<file path="config.mk">
export PLATFORM = sky130hd
export DESIGN_NAME = sdram_cmd_seq
export DESIGN_NICKNAME = d
export VERILOG_FILES = /design/src/rtl/sdram_seq_pkg.sv /design/src/rtl/sdram_seq_ctrl.sv /design/src/rtl/sdram_seq_dp.sv /design/src/rtl/sdram_cmd_seq.sv
export SDC_FILE = /design/constraint.sdc
export NUM_CORES = 1
export LEC_CHECK = 0
export ABC_CLOCK_PERIOD_IN_PS = 3240
export BUFFER_PORTS_ARGS = -buffer_cell sky130_fd_sc_hd__clkbuf_2
export CAP_MARGIN = 15
export CELL_PAD_IN_SITES_DETAIL_PLACEMENT = 0
export CELL_PAD_IN_SITES_GLOBAL_PLACEMENT = 1
export CORE_UTILIZATION = 44
export CTS_BUF_LIST = sky130_fd_sc_hd__clkbuf_16
export DETAILED_ROUTE_END_ITERATION = 10
export PLACE_DENSITY = 0.77
export SLEW_MARGIN = 20
export SYNTH_ARGS = -nofsm -noshare
export SYNTH_HDL_FRONTEND = slang
export SYNTH_SLANG_ARGS = --single-unit
export TNS_END_PERCENT = 50
</file>
<file path="constraint.sdc">
create_clock -name clk -period 3.24 [get_ports clk]
set_input_delay 0.162 -clock clk [delete_from_list [all_inputs] [get_ports clk]]
set_output_delay 0.162 -clock clk [all_outputs]
set_load 0.005 [all_outputs]
</file>
<file path="src/rtl/sdram_seq_pkg.sv">
`timescale 1ns/1ps
package sdram_seq_pkg;

  // {csN, rasN, casN, weN}
  typedef enum logic [3:0] {
    CMD_MRS = 4'b0000,
    CMD_REF = 4'b0001,
    CMD_PRE = 4'b0010,
    CMD_ACT = 4'b0011,
    CMD_WR  = 4'b0100,
    CMD_RD  = 4'b0101,
    CMD_NOP = 4'b0111
  } cmd_e;

  typedef enum logic [2:0] {
    A_NONE, A_ROW, A_COL, A_MODE, A_ALL, A_BANK
  } addr_e;

  typedef enum logic [3:0] {
    W_NONE, W_RCD, W_RP, W_RRC, W_MRD, W_COLPRE, W_POSTPRE, W_AUTOWR, W_AUTORD
  } wait_e;

  typedef struct packed {
    cmd_e  cmd;
    addr_e addrSel;
    wait_e waitSel;
    logic  take;
    logic  refClr;
    logic  ckeOn;
    logic  refRun;
  } strobe_t;

  function automatic int cdiv(input int num, input int den);
    return (num + den - 1) / den;
  endfunction

  function automatic int imax(input int a, input int b);
    return (a > b) ? a : b;
  endfunction

endpackage

</file>
<file path="src/rtl/sdram_seq_ctrl.sv">
`timescale 1ns/1ps
module sdram_seq_ctrl
  import sdram_seq_pkg::*;
(
  input  logic    clk,
  input  logic    rstN,
  input  logic    reqValid,
  input  logic    timerZero,
  input  logic    refPending,
  input  logic    curWrite,
  input  logic    curAuto,
  output strobe_t strb,
  output logic    reqReady,
  output logic    initDone
);

  typedef enum logic [2:0] {
    S_PWR, S_IPRE, S_IREF1, S_IREF2, S_MRS, S_IDLE, S_COL, S_PRE
  } state_e;

  state_e state, nState;

  always_ff @(posedge clk or negedge rstN) begin
    if (!rstN) state <= S_PWR;
    else       state <= nState;
  end

  assign initDone = (state == S_IDLE) || (state == S_COL) || (state == S_PRE);

  always_comb begin
    nState       = state;
    reqReady     = 1'b0;
    strb.cmd     = CMD_NOP;
    strb.addrSel = A_NONE;
    strb.waitSel = W_NONE;
    strb.take    = 1'b0;
    strb.refClr  = 1'b0;
    strb.ckeOn   = (state != S_PWR) || timerZero;
    strb.refRun  = initDone;
    if (timerZero) begin
      unique case (state)
        S_PWR: nState = S_IPRE;
        S_IPRE: begin
          strb.cmd = CMD_PRE; strb.addrSel = A_ALL; strb.waitSel = W_RP;
          nState = S_IREF1;
        end
        S_IREF1: begin
          strb.cmd = CMD_REF; strb.waitSel = W_RRC;
          nState = S_IREF2;
        end
        S_IREF2: begin
          strb.cmd = CMD_REF; strb.waitSel = W_RRC;
          nState = S_MRS;
        end
        S_MRS: begin
          strb.cmd = CMD_MRS; strb.addrSel = A_MODE; strb.waitSel = W_MRD;
          nState = S_IDLE;
        end
        S_IDLE: begin
          if (refPending) begin
            strb.cmd = CMD_REF; strb.waitSel = W_RRC; strb.refClr = 1'b1;
          end else if (reqValid) begin
            strb.cmd = CMD_ACT; strb.addrSel = A_ROW; strb.waitSel = W_RCD;
            strb.take = 1'b1; reqReady = 1'b1;
            nState = S_COL;
          end
        end
        S_COL: begin
          strb.cmd     = curWrite ? CMD_WR : CMD_RD;
          strb.addrSel = A_COL;
          if (curAuto) begin
            strb.waitSel = curWrite ? W_AUTOWR : W_AUTORD;
            nState = S_IDLE;
          end else begin
            strb.waitSel = W_COLPRE;
            nState = S_PRE;
          end
        end
        S_PRE: begin
          strb.cmd = CMD_PRE; strb.addrSel = A_BANK; strb.waitSel = W_POSTPRE;
          nState = S_IDLE;
        end
        default: nState = S_PWR;
      endcase
    end
  end


  ref_first_chk: assert property (@(posedge clk) disable iff (!rstN)
    reqReady |-> !refPending);


  ready_idle_chk: assert property (@(posedge clk) disable iff (!rstN)
    reqReady |=> (state == S_COL));

endmodule

</file>
<file path="src/rtl/sdram_seq_dp.sv">
`timescale 1ns/1ps
module sdram_seq_dp
  import sdram_seq_pkg::*;
#(
  parameter int CLK_NS        = 10,
  parameter int INIT_CYCLES   = 20000,
  parameter int BURST_LEN     = 1,
  parameter int CAS_LAT       = 2,
  parameter int T_RCD_NS      = 20,
  parameter int T_RP_NS       = 20,
  parameter int T_RC_NS       = 70,
  parameter int T_RRC_NS      = 70,
  parameter int REF_PERIOD_NS = 15625,
  parameter int ROW_BITS      = 12,
  parameter int COL_BITS      = 9,
  parameter int BANK_BITS     = 2
)(
  input  logic                 clk,
  input  logic                 rstN,
  input  strobe_t              strb,
  input  logic                 reqWrite,
  input  logic                 reqAutoPre,
  input  logic [BANK_BITS-1:0] reqBank,
  input  logic [ROW_BITS-1:0]  reqRow,
  input  logic [COL_BITS-1:0]  reqCol,
  output logic                 timerZero,
  output logic                 refPending,
  output logic                 curWrite,
  output logic                 curAuto,
  output logic                 sdCke,
  output cmd_e                 cmdOut,
  output logic [BANK_BITS-1:0] sdBa,
  output logic [ROW_BITS-1:0]  sdAddr
);

  localparam int N_RCD     = imax(cdiv(T_RCD_NS, CLK_NS), 1);
  localparam int N_RP      = imax(cdiv(T_RP_NS, CLK_NS), 1);
  localparam int N_RC      = imax(cdiv(T_RC_NS, CLK_NS), 1);
  localparam int N_RRC     = imax(cdiv(T_RRC_NS, CLK_NS), 1);
  localparam int N_MRD     = 2;
  localparam int N_DPL     = 1;
  localparam int N_DAL     = 4;
  localparam int N_COLPRE  = imax(BURST_LEN, BURST_LEN - 1 + N_DPL);
  localparam int N_POSTPRE = imax(N_RP, N_RC - N_RCD - N_COLPRE);
  localparam int N_AUTOWR  = imax(BURST_LEN - 1 + N_DAL, N_RC - N_RCD);
  localparam int N_AUTORD  = imax(BURST_LEN + N_RP, N_RC - N_RCD);
  localparam int REF_INT   = imax(REF_PERIOD_NS / CLK_NS, 2);
  localparam int TW        = $clog2(imax(INIT_CYCLES, 64) + 1) + 1;
  localparam int RW        = $clog2(REF_INT + 1);
  localparam int BL_CODE   = $clog2(BURST_LEN);
  localparam int MODE_INT  = (CAS_LAT % 8) * 16 + (BL_CODE % 8);
  localparam logic [ROW_BITS-1:0] MODE_WORD = ROW_BITS'(MODE_INT);
  localparam int AP_BIT    = 10;

  logic [TW-1:0]        waitCnt, loadVal;
  logic [RW-1:0]        refCnt;
  logic [BANK_BITS-1:0] curBank, nxtBa;
  logic [COL_BITS-1:0]  curCol;
  logic [ROW_BITS-1:0]  nxtAddr;
  logic                 ckeQ;

  assign timerZero = (waitCnt == '0);
  assign sdCke     = ckeQ;

  always_comb begin
    unique case (strb.waitSel)
      W_RCD:     loadVal = TW'(N_RCD - 1);
      W_RP:      loadVal = TW'(N_RP - 1);
      W_RRC:     loadVal = TW'(N_RRC - 1);
      W_MRD:     loadVal = TW'(N_MRD - 1);
      W_COLPRE:  loadVal = TW'(N_COLPRE - 1);
      W_POSTPRE: loadVal = TW'(N_POSTPRE - 1);
      W_AUTOWR:  loadVal = TW'(N_AUTOWR - 1);
      W_AUTORD:  loadVal = TW'(N_AUTORD - 1);
      default:   loadVal = '0;
    endcase
  end

  always_comb begin
    nxtAddr = '0;
    nxtBa   = '0;
    unique case (strb.addrSel)
      A_ROW: begin
        nxtAddr = reqRow;
        nxtBa   = reqBank;
      end
      A_COL: begin
        nxtAddr[COL_BITS-1:0] = curCol;
        nxtAddr[AP_BIT]       = curAuto;
        nxtBa                 = curBank;
      end
      A_MODE: nxtAddr = MODE_WORD;
      A_ALL:  nxtAddr[AP_BIT] = 1'b1;
      A_BANK: nxtBa = curBank;
      default: ;
    endcase
  end

  always_ff @(posedge clk or negedge rstN) begin
    if (!rstN) begin
      waitCnt <= TW'(INIT_CYCLES);
      cmdOut  <= CMD_NOP;
      sdAddr  <= '0;
      sdBa    <= '0;
      ckeQ    <= 1'b0;
    end else begin
      if (strb.cmd != CMD_NOP) waitCnt <= loadVal;
      else if (waitCnt != '0)  waitCnt <= waitCnt - 1'b1;
      cmdOut <= strb.cmd;
      sdAddr <= nxtAddr;
      sdBa   <= nxtBa;
      ckeQ   <= strb.ckeOn;
    end
  end

  always_ff @(posedge clk or negedge rstN) begin
    if (!rstN) begin
      curBank  <= '0;
      curCol   <= '0;
      curWrite <= 1'b0;
      curAuto  <= 1'b0;
    end else if (strb.take) begin
      curBank  <= reqBank;
      curCol   <= reqCol;
      curWrite <= reqWrite;
      curAuto  <= reqAutoPre;
    end
  end

  always_ff @(posedge clk or negedge rstN) begin
    if (!rstN) begin
      refCnt     <= '0;
      refPending <= 1'b0;
    end else begin
      if (strb.refClr) refPending <= 1'b0;
      if (!strb.refRun) begin
        refCnt <= '0;
      end else if (refCnt == RW'(REF_INT - 1)) begin
        refCnt     <= '0;
        refPending <= 1'b1;
      end else begin
        refCnt <= refCnt + 1'b1;
      end
    end
  end


  spacing_chk: assert property (@(posedge clk) disable iff (!rstN)
    (strb.cmd != CMD_NOP) |-> (waitCnt == '0));


  ref_hold_chk: assert property (@(posedge clk) disable iff (!rstN)
    (refPending && !strb.refClr) |=> refPending);


  cke_nop_chk: assert property (@(posedge clk) disable iff (!rstN)
    !ckeQ |-> (cmdOut == CMD_NOP));


  take_after_init_chk: assert property (@(posedge clk) disable iff (!rstN)
    strb.take |-> strb.refRun);

endmodule

</file>
<file path="src/rtl/sdram_cmd_seq.sv">
`timescale 1ns/1ps
module sdram_cmd_seq
  import sdram_seq_pkg::*;
#(
  parameter int CLK_NS        = 10,
  parameter int INIT_CYCLES   = 20000,
  parameter int BURST_LEN     = 1,
  parameter int CAS_LAT       = 2,
  parameter int T_RCD_NS      = 20,
  parameter int T_RP_NS       = 20,
  parameter int T_RC_NS       = 70,
  parameter int T_RRC_NS      = 70,
  parameter int REF_PERIOD_NS = 15625,
  parameter int ROW_BITS      = 12,
  parameter int COL_BITS      = 9,
  parameter int BANK_BITS     = 2
)(
  input  logic                 clk,
  input  logic                 rstN,
  input  logic                 reqValid,
  input  logic                 reqWrite,
  input  logic                 reqAutoPre,
  input  logic [BANK_BITS-1:0] reqBank,
  input  logic [ROW_BITS-1:0]  reqRow,
  input  logic [COL_BITS-1:0]  reqCol,
  output logic                 reqReady,
  output logic                 initDone,
  output logic                 sdCke,
  output logic                 sdCsN,
  output logic                 sdRasN,
  output logic                 sdCasN,
  output logic                 sdWeN,
  output logic [BANK_BITS-1:0] sdBa,
  output logic [ROW_BITS-1:0]  sdAddr
);

  strobe_t strb;
  cmd_e    cmdOut;
  logic    timerZero, refPending, curWrite, curAuto;

  sdram_seq_ctrl u_ctrl (
    .clk(clk), .rstN(rstN), .reqValid(reqValid), .timerZero(timerZero),
    .refPending(refPending), .curWrite(curWrite), .curAuto(curAuto),
    .strb(strb), .reqReady(reqReady), .initDone(initDone)
  );

  sdram_seq_dp #(
    .CLK_NS(CLK_NS), .INIT_CYCLES(INIT_CYCLES), .BURST_LEN(BURST_LEN),
    .CAS_LAT(CAS_LAT), .T_RCD_NS(T_RCD_NS), .T_RP_NS(T_RP_NS),
    .T_RC_NS(T_RC_NS), .T_RRC_NS(T_RRC_NS), .REF_PERIOD_NS(REF_PERIOD_NS),
    .ROW_BITS(ROW_BITS), .COL_BITS(COL_BITS), .BANK_BITS(BANK_BITS)
  ) u_dp (
    .clk(clk), .rstN(rstN), .strb(strb), .reqWrite(reqWrite),
    .reqAutoPre(reqAutoPre), .reqBank(reqBank), .reqRow(reqRow), .reqCol(reqCol),
    .timerZero(timerZero), .refPending(refPending), .curWrite(curWrite),
    .curAuto(curAuto), .sdCke(sdCke), .cmdOut(cmdOut), .sdBa(sdBa), .sdAddr(sdAddr)
  );

  assign {sdCsN, sdRasN, sdCasN, sdWeN} = cmdOut;

endmodule

</file>
After elaboration in Yosys (flattened, before gate mapping). Memory sizes are Yosys's and may differ from the RTL's. Index checks and enable logic that the tools add are counted.

Memories kept: 1. Input bits: 28. RAM bits: 0. ROM bits: 48. Word-level logic and storage cells: 78. Latch bits: 0. Register bits after elaboration: 63. Output and inout port bits: 21.

Reductions and logical operators: 13. Div/mod/pow operators: 0. Multiply operators: 0. $add $sub $neg: 2. Order comparisons: 0. Mux-type cells: 34. Eq/ne operators: 16. Shift-type cells: 0. Bitwise operators: 0.

Memories: (name not given) (words 16, bits a word 3, read ports 1, clocked after Yosys merged registers in 0, wr ports 0, line sdram_seq_dp.sv:66) `unique case (strb.waitSel)`.

Operator list (count): 2-to-1 mux 11 bit (3); 2-to-1 mux 16 bit (2); case mux 9 bit (3 select lines) (1); case mux 4 bit (6 select lines) (1); case mux 3 bit (7 select lines) (1); case mux 4 bit (5 select lines) (1); == test 3 bit, second input constant (6); logical NOT 16 bit (1); 2-to-1 mux 4 bit (4); nonzero test 16 bit (1); subtractor 16 x 1 -> 16 bit, second input constant (1); case mux 3 bit (5 select lines) (1); 2-to-1 mux 13 bit (1); == test 3 x 2 -> 1 bit, second input constant (4); 2-to-1 mux 1 bit (12); adder 11 x 1 -> 11 bit, second input constant (1); == test 11 bit, second input constant (1); 2-to-1 mux 3 bit (3); OR reduction 2 bit (4); == test 3 x 1 -> 1 bit, second input constant (2); 2-to-1 mux 2 bit (2); inequality test 2 bit, second input constant (2); inequality test 4 x 3 -> 1 bit, second input constant (1); case mux 2 bit (2 select lines) (1); other kinds (6) (8).

Logic depth before layout (Yosys ltp). Gate-level depths: netlist of the first run.

Word-level depth: 7. Gate-level depth with buffers: 12. Mapped depth without buffers: 10.

By module. From an unflattened synthesis of the first run, not the netlist that was laid out.

Cell total of the unflattened synthesis: 314. Area total of the unflattened synthesis: 3208.1 µm².

Modules (own cells, without submodules): sdram_seq_dp (times used 1, seq. area each 1511.4 µm², area each 2797.7 µm², cells an instance 254); sdram_seq_ctrl (times used 1, seq. area each 75.1 µm², area each 410.4 µm², cells an instance 60).

Worst setup path after synthesis of the first run. OpenSTA, ideal clock, no wires.

Path type: register to register. From: register u_dp.waitCnt[0]. To: register u_dp.waitCnt[1]. Period minus slack after synthesis: 2701 ps. Slack: 539 ps. Data arrival time: 2621 ps. Stages on the path, launching flop included: 13. Path buffers: 2. Cell sequence: dfrtp_1 -> inv_1 -> ha_1 -> or4b_1 -> buf_4 -> or2_0 -> buf_2 -> a211oi_1 -> ha_1 -> or2_2 -> a21oi_1 -> o32a_1 -> mux2i_1.

Word-level cells in the longest chain between the ends: 4. Elaborated cells on any way between the ends: 9.

Ends and longest elaborated chain: start, declared (line sdram_seq_dp.sv:55) `logic [TW-1:0] waitCnt, loadVal;`; start signal, assigned (line sdram_seq_dp.sv:101) `waitCnt <= TW'(INIT_CYCLES);`; start signal, assigned (line sdram_seq_dp.sv:107) `if (strb.cmd != CMD_NOP) waitCnt <= loadVal;`; start signal, assigned (line sdram_seq_dp.sv:108) `else if (waitCnt != '0) waitCnt <= waitCnt - 1'b1;`; logical NOT 16 bit (line sdram_seq_dp.sv:62) `assign timerZero = (waitCnt == '0);`; 2-to-1 mux 13 bit (line sdram_seq_ctrl.sv:40) `if (timerZero) begin`; memory read (16 x 3 bit) or inequality test 4 x 3 -> 1 bit (tied branches); 2-to-1 mux 16 bit or nonzero test 2 bit (tied branches).

Several ways; a longest one is shown, not always the timed one. The select of a mux whose other input is x is not followed. A chain may end at the register's enable or synchronous reset.

Final worst setup path of the first run.
From: register u_dp.waitCnt[2]. To: register u_dp.waitCnt[1].

Same word-level chain as after synthesis.

==> flow_metrics.py, run 1 <==
metrics = {
    "logic_synthesis": {
        "syn-instance-count": 273,
        "syn_area_um2": 3020,
        "syn_nets": 307,
        "yosysWarningCount": 0,
        "ys_seq_elements": 62,
        "ys.flop_type": "dfrtp_1",
        "synth-edff-count": 0,
        "syn_area_per_cell_um2": 11.0,
        "synth-seq-area-share": 0.518,
        "synth_cell_types": 60,
        "async_reset_ff_frac": 1.00,
    },
    "pwr": {
        "power_mw": 2.59,
        "power_density_nw_per_um2": 702,
        "p_leak_nw": 1.72,
        "irDropWorstVdd_uv": 449,
    },
    "floorplanning": {
        "initial_core_util": 0.464,
        "die_w_um": 84.8,
        "design.core.area_um2": 6490,
        "placementRows": 29,
        "die_h_um": 84.8,
        "num_io_pins": 49,
        "dieArea_um2": 7190,
    },
    "grt": {
        "grt_pass1_wl_mm": 10.6,
        "antenna_found_initial": 0,
        "grt_max_degree": 25,
        "track_usage": 0.192,
        "grt_overflow": 0,
        "grt_pass1_vias": 2133,
    },
    "clock_network": {
        "root_buffer": "clkbuf_16",
        "cts_max_path_buffers": 2,
        "htree_levels": 3,
        "cts_sinks": 62,
        "clk_pin_slew_ps": 50,
        "cts_resized": 0,
        "worstSkewPairLatency_ps": 320,
        "cts_tree": "built",
        "postCtsSetupRepairBufs": 0,
        "numCtsBuffers": 9,
    },
    "cells_and_area": {
        "final_area_um2": 3680,
        "syn2layout_area_growth_pct": 22.2,
        "antenna_cells": 0,
        "nFillCells": 553,
        "utilization": 0.567,
        "drive_gt1_frac": 0.275,
        "fin_nets": 365,
    },
    "sta": {
        "rsz0062_at_grt": "false",
        "slew_headroom": 0.563,
        "final_hold_viol_count": 0,
        "worst_pin_slew_ps": 650,
        "setup_viol": 0,
        "maxSlewViolCount": 0,
        "skew_ps": 6.28,
        "period_minus_slack_ps": 2660,
        "fin_crit_sh": 0.822,
        "whs_ps": 44.3,
        "fmax_ghz": 0.375,
        "tns_ps": 0,
    },
    "run_status": {
        "violations": "DRC",
        "outcome": "complete, but fails checks",
    },
    "worst_setup_path": {
        "worstPathRequired_ps": 3490,
        "cp.arrival_ps": 2910,
        "critical_path_class": "reg2reg",
        "endpoint_kind": "flip-flop",
        "crit_fanout": 9,
        "crit_path_start_kind": "flip-flop",
    },
    "route": {
        "drc": 2,
        "routed_wl_mm": 6.18,
        "ant_nets": 0,
        "num_vias": 2217,
        "vias_per_cell": 5.38,
        "drtIter0Drc": 130,
        "firstDrtPassIters": 8,
        "wire_per_inst_um": 15.0,
    },
    "placement": {
        "io_buffers": 47,
        "gp_congestion": 0.864,
        "hpwlAfterDp_mm": 4.42,
        "place_area_um2": 3360,
    },
    "job": {
        "max-cap-violations": 0,
    },
    "hold_path": {
        "hold_path_class": "in2reg",
    },
}
sequential cells by signal, summed over array words and instances, names as in the netlist:
register	count
u_dp.refPending	1
u_dp.sdBa	2
u_dp.curWrite	1
u_dp.waitCnt	16
u_dp.curCol	9
u_dp.cmdOut	3
u_dp.sdAddr	12
u_ctrl.state	3
u_dp.curAuto	1
u_dp.curBank	2
u_dp.sdCke	1
u_dp.refCnt	11
timing repair:
action / in CTS / in global routing
hold endpoints to repair: 10 / 0
hold buffers: 1 / 0
endpoints found under the setup margin: 0 / 0
layout make-up:
cell class | instances | area [µm²] | share of cell area
sequential | 62 | 1560 | 0.424
multi-input combinational | 192 | 1370 | 0.371
timing repair buffer | 57 | 313 | 0.0849
clock buffer | 9 | 225 | 0.0611
tap | 77 | 96.3 | 0.0261
clock inverter | 6 | 87.6 | 0.0238
inverter | 9 | 33.8 | 0.00917
metal layers:
metal,GRT usage,wire [µm],up-vias
met1,0.276,3100,1078
met5,0,0,-
met4,0.0601,70,0
met2,0.275,2740,43
met3,0.0619,268,7
li1,-,-,1089
through the flow:
step | setup WS (ps) | std cells
after global placement | 689 | 396
final | 577 | 412
after detailed placement | 595 | 396
after global routing | 469 | 412
after floorplan | 539 | 273
after CTS | 585 | 412
path summary, 6_finish.rpt:
kind	start	end	slack (ps)	cells after the start
setup / recovery	u_dp.waitCnt[2]	u_dp.waitCnt[1]	580	9
hold / removal	reqRow[11]	u_dp.sdAddr[11]	40	2
setup reg to reg	u_dp.waitCnt[2]	u_dp.waitCnt[1]	580	9
hold reg to reg	u_dp.curCol[3]	u_dp.sdAddr[3]	480	1
max in group asynchronous	rstN	u_dp.cmdOut[0]	2240	3
min in group asynchronous	rstN	u_dp.refCnt[2]	310	2
cell families after synthesis:
group,count (synthesis),share of synthesized area
other cells,1,0.00124
fa+ha+maj,6,0.0249
xor+xnor,23,0.0668
flops,62,0.518
mux,14,0.0519
buf+inv,19,0.0286
compound gates,41,0.0992
simple gates,107,0.210
report_power, final:
part           total, mW  leakage (nW)  internal, mW  switching [mW]
Clock              0.998         0.145         0.666           0.332
Sequential          1.10         0.786         0.931           0.170
Combinational      0.487         0.786         0.218           0.269
critical path: stages, from the launching register on:
cell and delay [ps]:
dfrtp_1 440, nor4_2 480, nand4b_4 240, or2_0 290, a211oi_1 270, ha_1 220
or2_2 100, a21oi_1 60, o32a_1 350, mux2i_1 120
synth_stat cells, types with 4 or more instances:
library cell   n  area [µm²]
a21oi_1        8        40.0
a22o_1         8        70.1
dfrtp_1       54        1350
dfstp_2        8         210
ha_1           6        75.1
inv_1          8        30.0
mux2_1        10         113
nand2_1       14        52.6
nand2b_1       4        25.0
nand3_1        7        35.0
nor2_1        29         109
nor3_1        13        65.1
nor4_1         7        43.8
o21ai_0        7        35.0
xnor2_1       10        87.6
xor2_1        13         114
placed cells by master, fill, tap and decap left out, types with 3 or more instances in the layout:
master,n
dfrtp_1,54
clkbuf_2,47
nor2_1,29
nand2_1,14
xor2_1,13
nor3_1,13
xnor2_1,10
mux2_1,10
clkbuf_16,9
buf_4,9
inv_1,8
a21oi_1,8
a22o_1,8
dfstp_2,8
o21ai_0,7
nand3_1,7
nor4_1,7
ha_1,6
nand2b_1,4
nor2b_1,3
mux2_2,3
Note: power is estimated with default switching activity, not from simulation.
==> run 2: changes to the inputs <==
--- a/config.mk
+++ b/config.mk
@@ -5,15 +5,15 @@
 export SDC_FILE = /design/constraint.sdc
 export NUM_CORES = 1
 export LEC_CHECK = 0
-export ABC_CLOCK_PERIOD_IN_PS = 3240
+export ABC_CLOCK_PERIOD_IN_PS = 2200
 export BUFFER_PORTS_ARGS = -buffer_cell sky130_fd_sc_hd__clkbuf_2
 export CAP_MARGIN = 15
 export CELL_PAD_IN_SITES_DETAIL_PLACEMENT = 0
 export CELL_PAD_IN_SITES_GLOBAL_PLACEMENT = 1
-export CORE_UTILIZATION = 44
+export CORE_UTILIZATION = 40
 export CTS_BUF_LIST = sky130_fd_sc_hd__clkbuf_16
 export DETAILED_ROUTE_END_ITERATION = 10
-export PLACE_DENSITY = 0.77
+export PLACE_DENSITY = 0.74
 export SLEW_MARGIN = 20
 export SYNTH_ARGS = -nofsm -noshare
 export SYNTH_HDL_FRONTEND = slang
==> constraint.sdc (replaced) <==
create_clock -name clk -period 2.2 [get_ports clk]
set_input_delay 0.11 -clock clk [delete_from_list [all_inputs] [get_ports clk]]
set_output_delay 0.11 -clock clk [all_outputs]
set_load 0.005 [all_outputs]
==> flow_metrics.py, run 2 (synthesized netlist as in run 1, its figures left out) <==
metrics = {
    "sta": {
        "worst_pin_slew_ps": 628,
        "setup_ws_ps": -151,
        "whs_ps": 6.78,
        "setup_viol": 3,
        "rsz0062_at_grt": "true",
        "maxSlewViolCount": 0,
        "fmax_ghz": 0.425,
        "skew_ps": 7.49,
        "final_hold_viol_count": 0,
        "period_minus_slack_ps": 2350,
        "fin_crit_sh": 1.07,
        "slew_headroom": 0.581,
    },
    "cells_and_area": {
        "layout_commonest_cell": "dfrtp_1",
        "syn2layout_area_growth_pct": 34.2,
        "antenna_cells": 0,
        "reg.largest.list": "u_dp.waitCnt x16, u_dp.sdAddr x12, u_dp.refCnt x11",
        "utilization": 0.558,
        "fin_nets": 398,
        "regMostFlops": "u_dp.waitCnt",
        "drive_gt1_frac": 0.351,
        "largest_reg_flops": 16,
        "nFillCells": 638,
        "mostFrequentLayoutCells": "dfrtp_1, clkbuf_2, buf_4",
    },
    "run_status": {
        "outcome": "complete, but fails checks",
        "violations": "setup timing",
    },
    "job": {
        "max-cap-violations": 0,
    },
    "grt": {
        "grt_max_degree": 40,
        "grt_pass1_vias": 2225,
        "antenna_found_initial": 0,
        "track_usage": 0.190,
        "grt_overflow": 0,
        "grt_pass1_wl_mm": 11.1,
    },
    "placement": {
        "pre_cts_ws_ps": -181,
        "io_buffers": 47,
        "gp_congestion": 0.830,
        "hpwlAfterDp_mm": 4.63,
    },
    "hold_path": {
        "hold_path_class": "in2reg",
    },
    "floorplanning": {
        "design.core.area_um2": 7250,
        "initial_core_util": 0.416,
        "num_io_pins": 49,
        "die_w_um": 88.8,
        "die_h_um": 88.8,
        "placementRows": 31,
        "dieArea_um2": 7890,
    },
    "route": {
        "drc": 0,
        "routed_wl_mm": 6.80,
        "drtIter0Drc": 146,
        "vias_per_cell": 5.05,
        "num_vias": 2357,
        "firstDrtPassIters": 4,
        "ant_nets": 0,
        "wire_per_inst_um": 14.6,
    },
    "worst_setup_path": {
        "cp.arrival_ps": 2600,
        "critical_path_class": "reg2reg",
        "reg2reg_depth": 10,
        "startpoint": "u_dp.waitCnt[1]",
        "timing.rr.start": "u_dp.waitCnt[1]",
        "crit_fanout": 2,
        "crit_end": "u_dp.waitCnt[1]",
        "endpoint_kind": "flip-flop",
        "worstPathRequired_ps": 2450,
        "r2r_end": "u_dp.waitCnt[1]",
        "reg2reg_slack_ps": -150,
        "crit_path_start_kind": "flip-flop",
    },
    "pwr": {
        "irDropWorstVdd_uv": 712,
        "p_switching_mw": 1.20,
        "sequentialPowerShare": 0.377,
        "swShare": 0.294,
        "power_density_nw_per_um2": 1010,
        "clockPowerShare": 0.355,
        "internal_power_mw": 2.88,
        "p_leak_nw": 1.91,
        "power_mw": 4.08,
        "power_frac_comb": 0.269,
    },
    "clock_network": {
        "clk_pin_slew_ps": 50,
        "cts_max_path_buffers": 2,
        "cts_sinks": 62,
        "htree_levels": 3,
        "cts_tree": "built",
        "numCtsBuffers": 9,
        "root_buffer": "clkbuf_16",
        "worstSkewPairLatency_ps": 320,
    },
}
[run 2: cell types whose count changed in the layout (fill, tap and decap cells not counted), moves of 2 or more]
cell,delta
buf_12,+2
buf_4,+25
buf_6,+2
dlygate4sd3_1,+4
ha_1,-2
inv_2,+2
[run 2: power groups by stage]
stage / sequential, mW / clock, mW / combinational [mW]
final: 1.54 / 1.45 / 1.09
after global routing: 1.56 / 1.54 / 1.21
after CTS: 1.54 / 1.48 / 1.09
after detailed placement: 1.56 / 0 / 1.06
after global placement: 1.55 / 0 / 1.05
after floorplan: 1.58 / 0 / 0.588
[run 2: layout make-up]
type	count	area (µm²)	share of cell area
Sequential cell	62	1560	0.386
Multi-Input combinational cell	192	1420	0.351
Timing Repair Buffer	90	603	0.149
Clock buffer	9	225	0.0557
Tap cell	99	124	0.0306
Clock inverter	6	80.1	0.0198
Inverter	9	33.8	0.00835
[run 2: how the worst min path moves through the flow]
stage	startpoint	to	slack (ps)	cells past startpoint
6_report	reqCol[3]	u_dp.curCol[3]	7	2
5_1_grt	reqRow[3]	u_dp.sdAddr[3]	0.4	2
4_1_cts	reqCol[3]	u_dp.curCol[3]	3	2
3_5_place_dp	rstN	u_dp.waitCnt[6]	160	1
3_3_place_gp	rstN	u_dp.waitCnt[8]	150	1
2_1_floorplan	rstN	u_ctrl.state[0]	-190	0
[run 2: repair_timing]
action,in CTS,in global routing
hold buffers,5,0
gates resized for setup,3,7
hold endpoints to repair,22,0
setup endpoints to repair,2,4
cloned,0,0
pin swaps,1,1
setup buffers,2,1
[run 2: per-stage QoR]
step / instances / cell area (µm²) / TNS [ps]
after floorplan: 273 / 3050 / -680
after global placement: 444 / 3630 / -243
after detailed placement: 444 / 3630 / -310
after CTS: 466 / 4010 / -284
after global routing: 467 / 4050 / -647
final: 467 / 4050 / -292
[run 2: metal layers]
metal / up-vias / global-route usage / wire length [µm]
li1: 1160 / - / -
met1: 1142 / 0.264 / 3210
met2: 45 / 0.289 / 3250
met4: 0 / 0.0528 / 94
met5: - / 0 / 0
met3: 10 / 0.0560 / 246
[run 2: critical path, cell delays in order, from the launching register on]
cell and delay [ps]:
dfrtp_1 380, inv_2 80, ha_4 120, or4b_4 470, or2_4 270, a211oi_4 190
ha_2 210, or2_2 100, a21oi_1 60, o32a_1 280, mux2i_1 120
==> run 3: changes to the inputs <==
--- a/config.mk
+++ b/config.mk
@@ -5,15 +5,15 @@
 export SDC_FILE = /design/constraint.sdc
 export NUM_CORES = 1
 export LEC_CHECK = 0
-export ABC_CLOCK_PERIOD_IN_PS = 2200
+export ABC_CLOCK_PERIOD_IN_PS = 2400
 export BUFFER_PORTS_ARGS = -buffer_cell sky130_fd_sc_hd__clkbuf_2
 export CAP_MARGIN = 15
 export CELL_PAD_IN_SITES_DETAIL_PLACEMENT = 0
 export CELL_PAD_IN_SITES_GLOBAL_PLACEMENT = 1
-export CORE_UTILIZATION = 40
+export CORE_UTILIZATION = 44
 export CTS_BUF_LIST = sky130_fd_sc_hd__clkbuf_16
 export DETAILED_ROUTE_END_ITERATION = 10
-export PLACE_DENSITY = 0.74
+export PLACE_DENSITY = 0.77
 export SLEW_MARGIN = 20
 export SYNTH_ARGS = -nofsm -noshare
 export SYNTH_HDL_FRONTEND = slang
==> constraint.sdc (replaced) <==
create_clock -name clk -period 2.4 [get_ports clk]
set_input_delay 0.12 -clock clk [delete_from_list [all_inputs] [get_ports clk]]
set_output_delay 0.12 -clock clk [all_outputs]
set_load 0.005 [all_outputs]
==> flow_metrics.py, run 3 (synthesized netlist as in run 1, its figures left out) <==
metrics = {
    "run_status": {
        "outcome": "finished, final reports clean",
    },
    "worst_setup_path": {
        "path_cells": "inv_2, ha_4, or4b_4, or2_4, a211oi_4, ha_2, or2_2, a21oi_1, o32a_1, mux2i_1",
        "critical_path_class": "reg2reg",
        "timing.rr.start": "u_dp.waitCnt[1]",
        "cp.arrival_ps": 2620,
        "critPathMaxStageDelay_ps": 450,
        "worstPathRequired_ps": 2640,
        "endpoint_kind": "flip-flop",
        "crit_buf_inv": 1,
        "startpoint": "u_dp.waitCnt[1]",
        "cp_top_family": "simple AND/OR/NAND/NOR gates",
        "crit_path_start_kind": "flip-flop",
        "crit_fanout": 2,
        "slowest_stage": "or4b_4",
    },
    "route": {
        "routed_wl_mm": 6.53,
        "drtIter0Drc": 151,
        "num_vias": 2336,
        "wire_per_inst_um": 15.1,
        "drc": 0,
        "firstDrtPassIters": 4,
        "vias_per_cell": 5.42,
        "ant_nets": 0,
    },
    "cells_and_area": {
        "fin_nets": 383,
        "reg.largest.list": "u_dp.waitCnt x16, u_dp.sdAddr x12, u_dp.refCnt x11",
        "regMostFlops": "u_dp.waitCnt",
        "syn2layout_area_growth_pct": 29.6,
        "layout_commonest_cell": "dfrtp_1",
        "mostFrequentLayoutCells": "dfrtp_1, clkbuf_2, nor2_1",
        "antenna_cells": 0,
        "layout.cells.non_filler": 431,
        "utilization": 0.602,
        "largest_reg_flops": 16,
        "drive_gt1_frac": 0.319,
    },
    "sta": {
        "maxSlewViolCount": 0,
        "setup_ws_ps": 24.9,
        "slew_headroom": 0.490,
        "tns_ps": 0,
        "skew_ps": 5.80,
        "rsz0062_at_grt": "true",
        "worst_pin_slew_ps": 764,
        "fmax_ghz": 0.421,
        "final_hold_viol_count": 0,
        "setup_viol": 0,
        "fin_crit_sh": 0.990,
        "period_minus_slack_ps": 2380,
    },
    "pwr": {
        "irDropWorstVdd_uv": 519,
        "power_frac_comb": 0.218,
        "sequentialPowerShare": 0.404,
        "p_switching_mw": 1.11,
        "clockPowerShare": 0.378,
        "internal_power_mw": 2.55,
        "swShare": 0.304,
        "p_leak_nw": 1.81,
        "power_mw": 3.66,
        "power_density_nw_per_um2": 935,
    },
    "clock_network": {
        "cts_tree": "built",
        "clk_pin_slew_ps": 60,
        "numCtsBuffers": 9,
        "worstSkewPairLatency_ps": 330,
        "htree_levels": 3,
        "cts_max_path_buffers": 2,
        "cts_sinks": 62,
        "root_buffer": "clkbuf_16",
    },
    "placement": {
        "io_buffers": 47,
        "pre_cts_ws_ps": 10.1,
        "gp_congestion": 0.794,
        "hpwlAfterDp_mm": 4.47,
        "placed_cells": 408,
    },
    "hold_path": {
        "hold_start": "reqCol[4]",
        "hold_path_class": "in2reg",
    },
    "job": {
        "max-cap-violations": 0,
    },
    "grt": {
        "antenna_found_initial": 0,
        "grt_pass1_wl_mm": 11.4,
        "grt_pass1_vias": 2339,
        "grt_max_degree": 63,
        "track_usage": 0.206,
        "grt_overflow": 0,
    },
    "floorplanning": {
        "design.core.area_um2": 6490,
        "dieArea_um2": 7190,
        "placementRows": 29,
        "die_h_um": 84.8,
        "die_w_um": 84.8,
        "num_io_pins": 49,
        "initial_core_util": 0.464,
    },
}
-- run 3: cell type report --
type	count	area, µm²
clock buffers	9	225
clock inverters	7	97.6
fillers	558	2590
inverters	9	33.8
multi-input cells	192	1420
flip-flops and latches	62	1560
well taps	77	96.3
repair buffers	75	475
-- run 3: path summary, 6_finish.rpt --
check	to	slack, ps	cells after the start
worst min-delay path	u_dp.curCol[4]	9	2
worst min register to register	u_dp.sdAddr[2]	480	1
worst max-delay path	u_dp.waitCnt[1]	20	10
worst max register to register	u_dp.waitCnt[1]	20	10
min in group asynchronous	u_dp.waitCnt[7]	500	3
max in group asynchronous	u_dp.sdAddr[5]	1400	3
-- run 3: stage by stage --
stage          hold WS, ps  area [µm²]
6_report              9.26        3910
5_1_grt              0.543        3910
4_1_cts               1.12        3880
3_5_place_dp           330        3490
3_3_place_gp           328        3490
2_1_floorplan         -176        3050
-- run 3: power groups by stage --
stage          registers, mW  logic, mW  clock network (mW)
6_report                1.48      0.797                1.38
5_1_grt                 1.51      0.886                1.47
4_1_cts                 1.47      0.793                1.41
3_5_place_dp            1.48      0.769                   0
3_3_place_gp            1.48      0.766                   0
2_1_floorplan           1.45      0.539                   0
-- run 3: repair_timing --
action | in CTS | in global routing
hold buffers | 7 | 0
endpoints found under the hold margin | 59 | 0
gates resized for setup | 1 | 5
buffers inserted | 0 | 0
setup endpoints to repair | 1 | 2
pin swaps | 1 | 0
-- run 3: metal layers --
layer | track usage | share of wire
met5 | 0 | 0
met4 | 0.0678 | 0.017
met3 | 0.0718 | 0.042
met2 | 0.323 | 0.46
met1 | 0.267 | 0.48
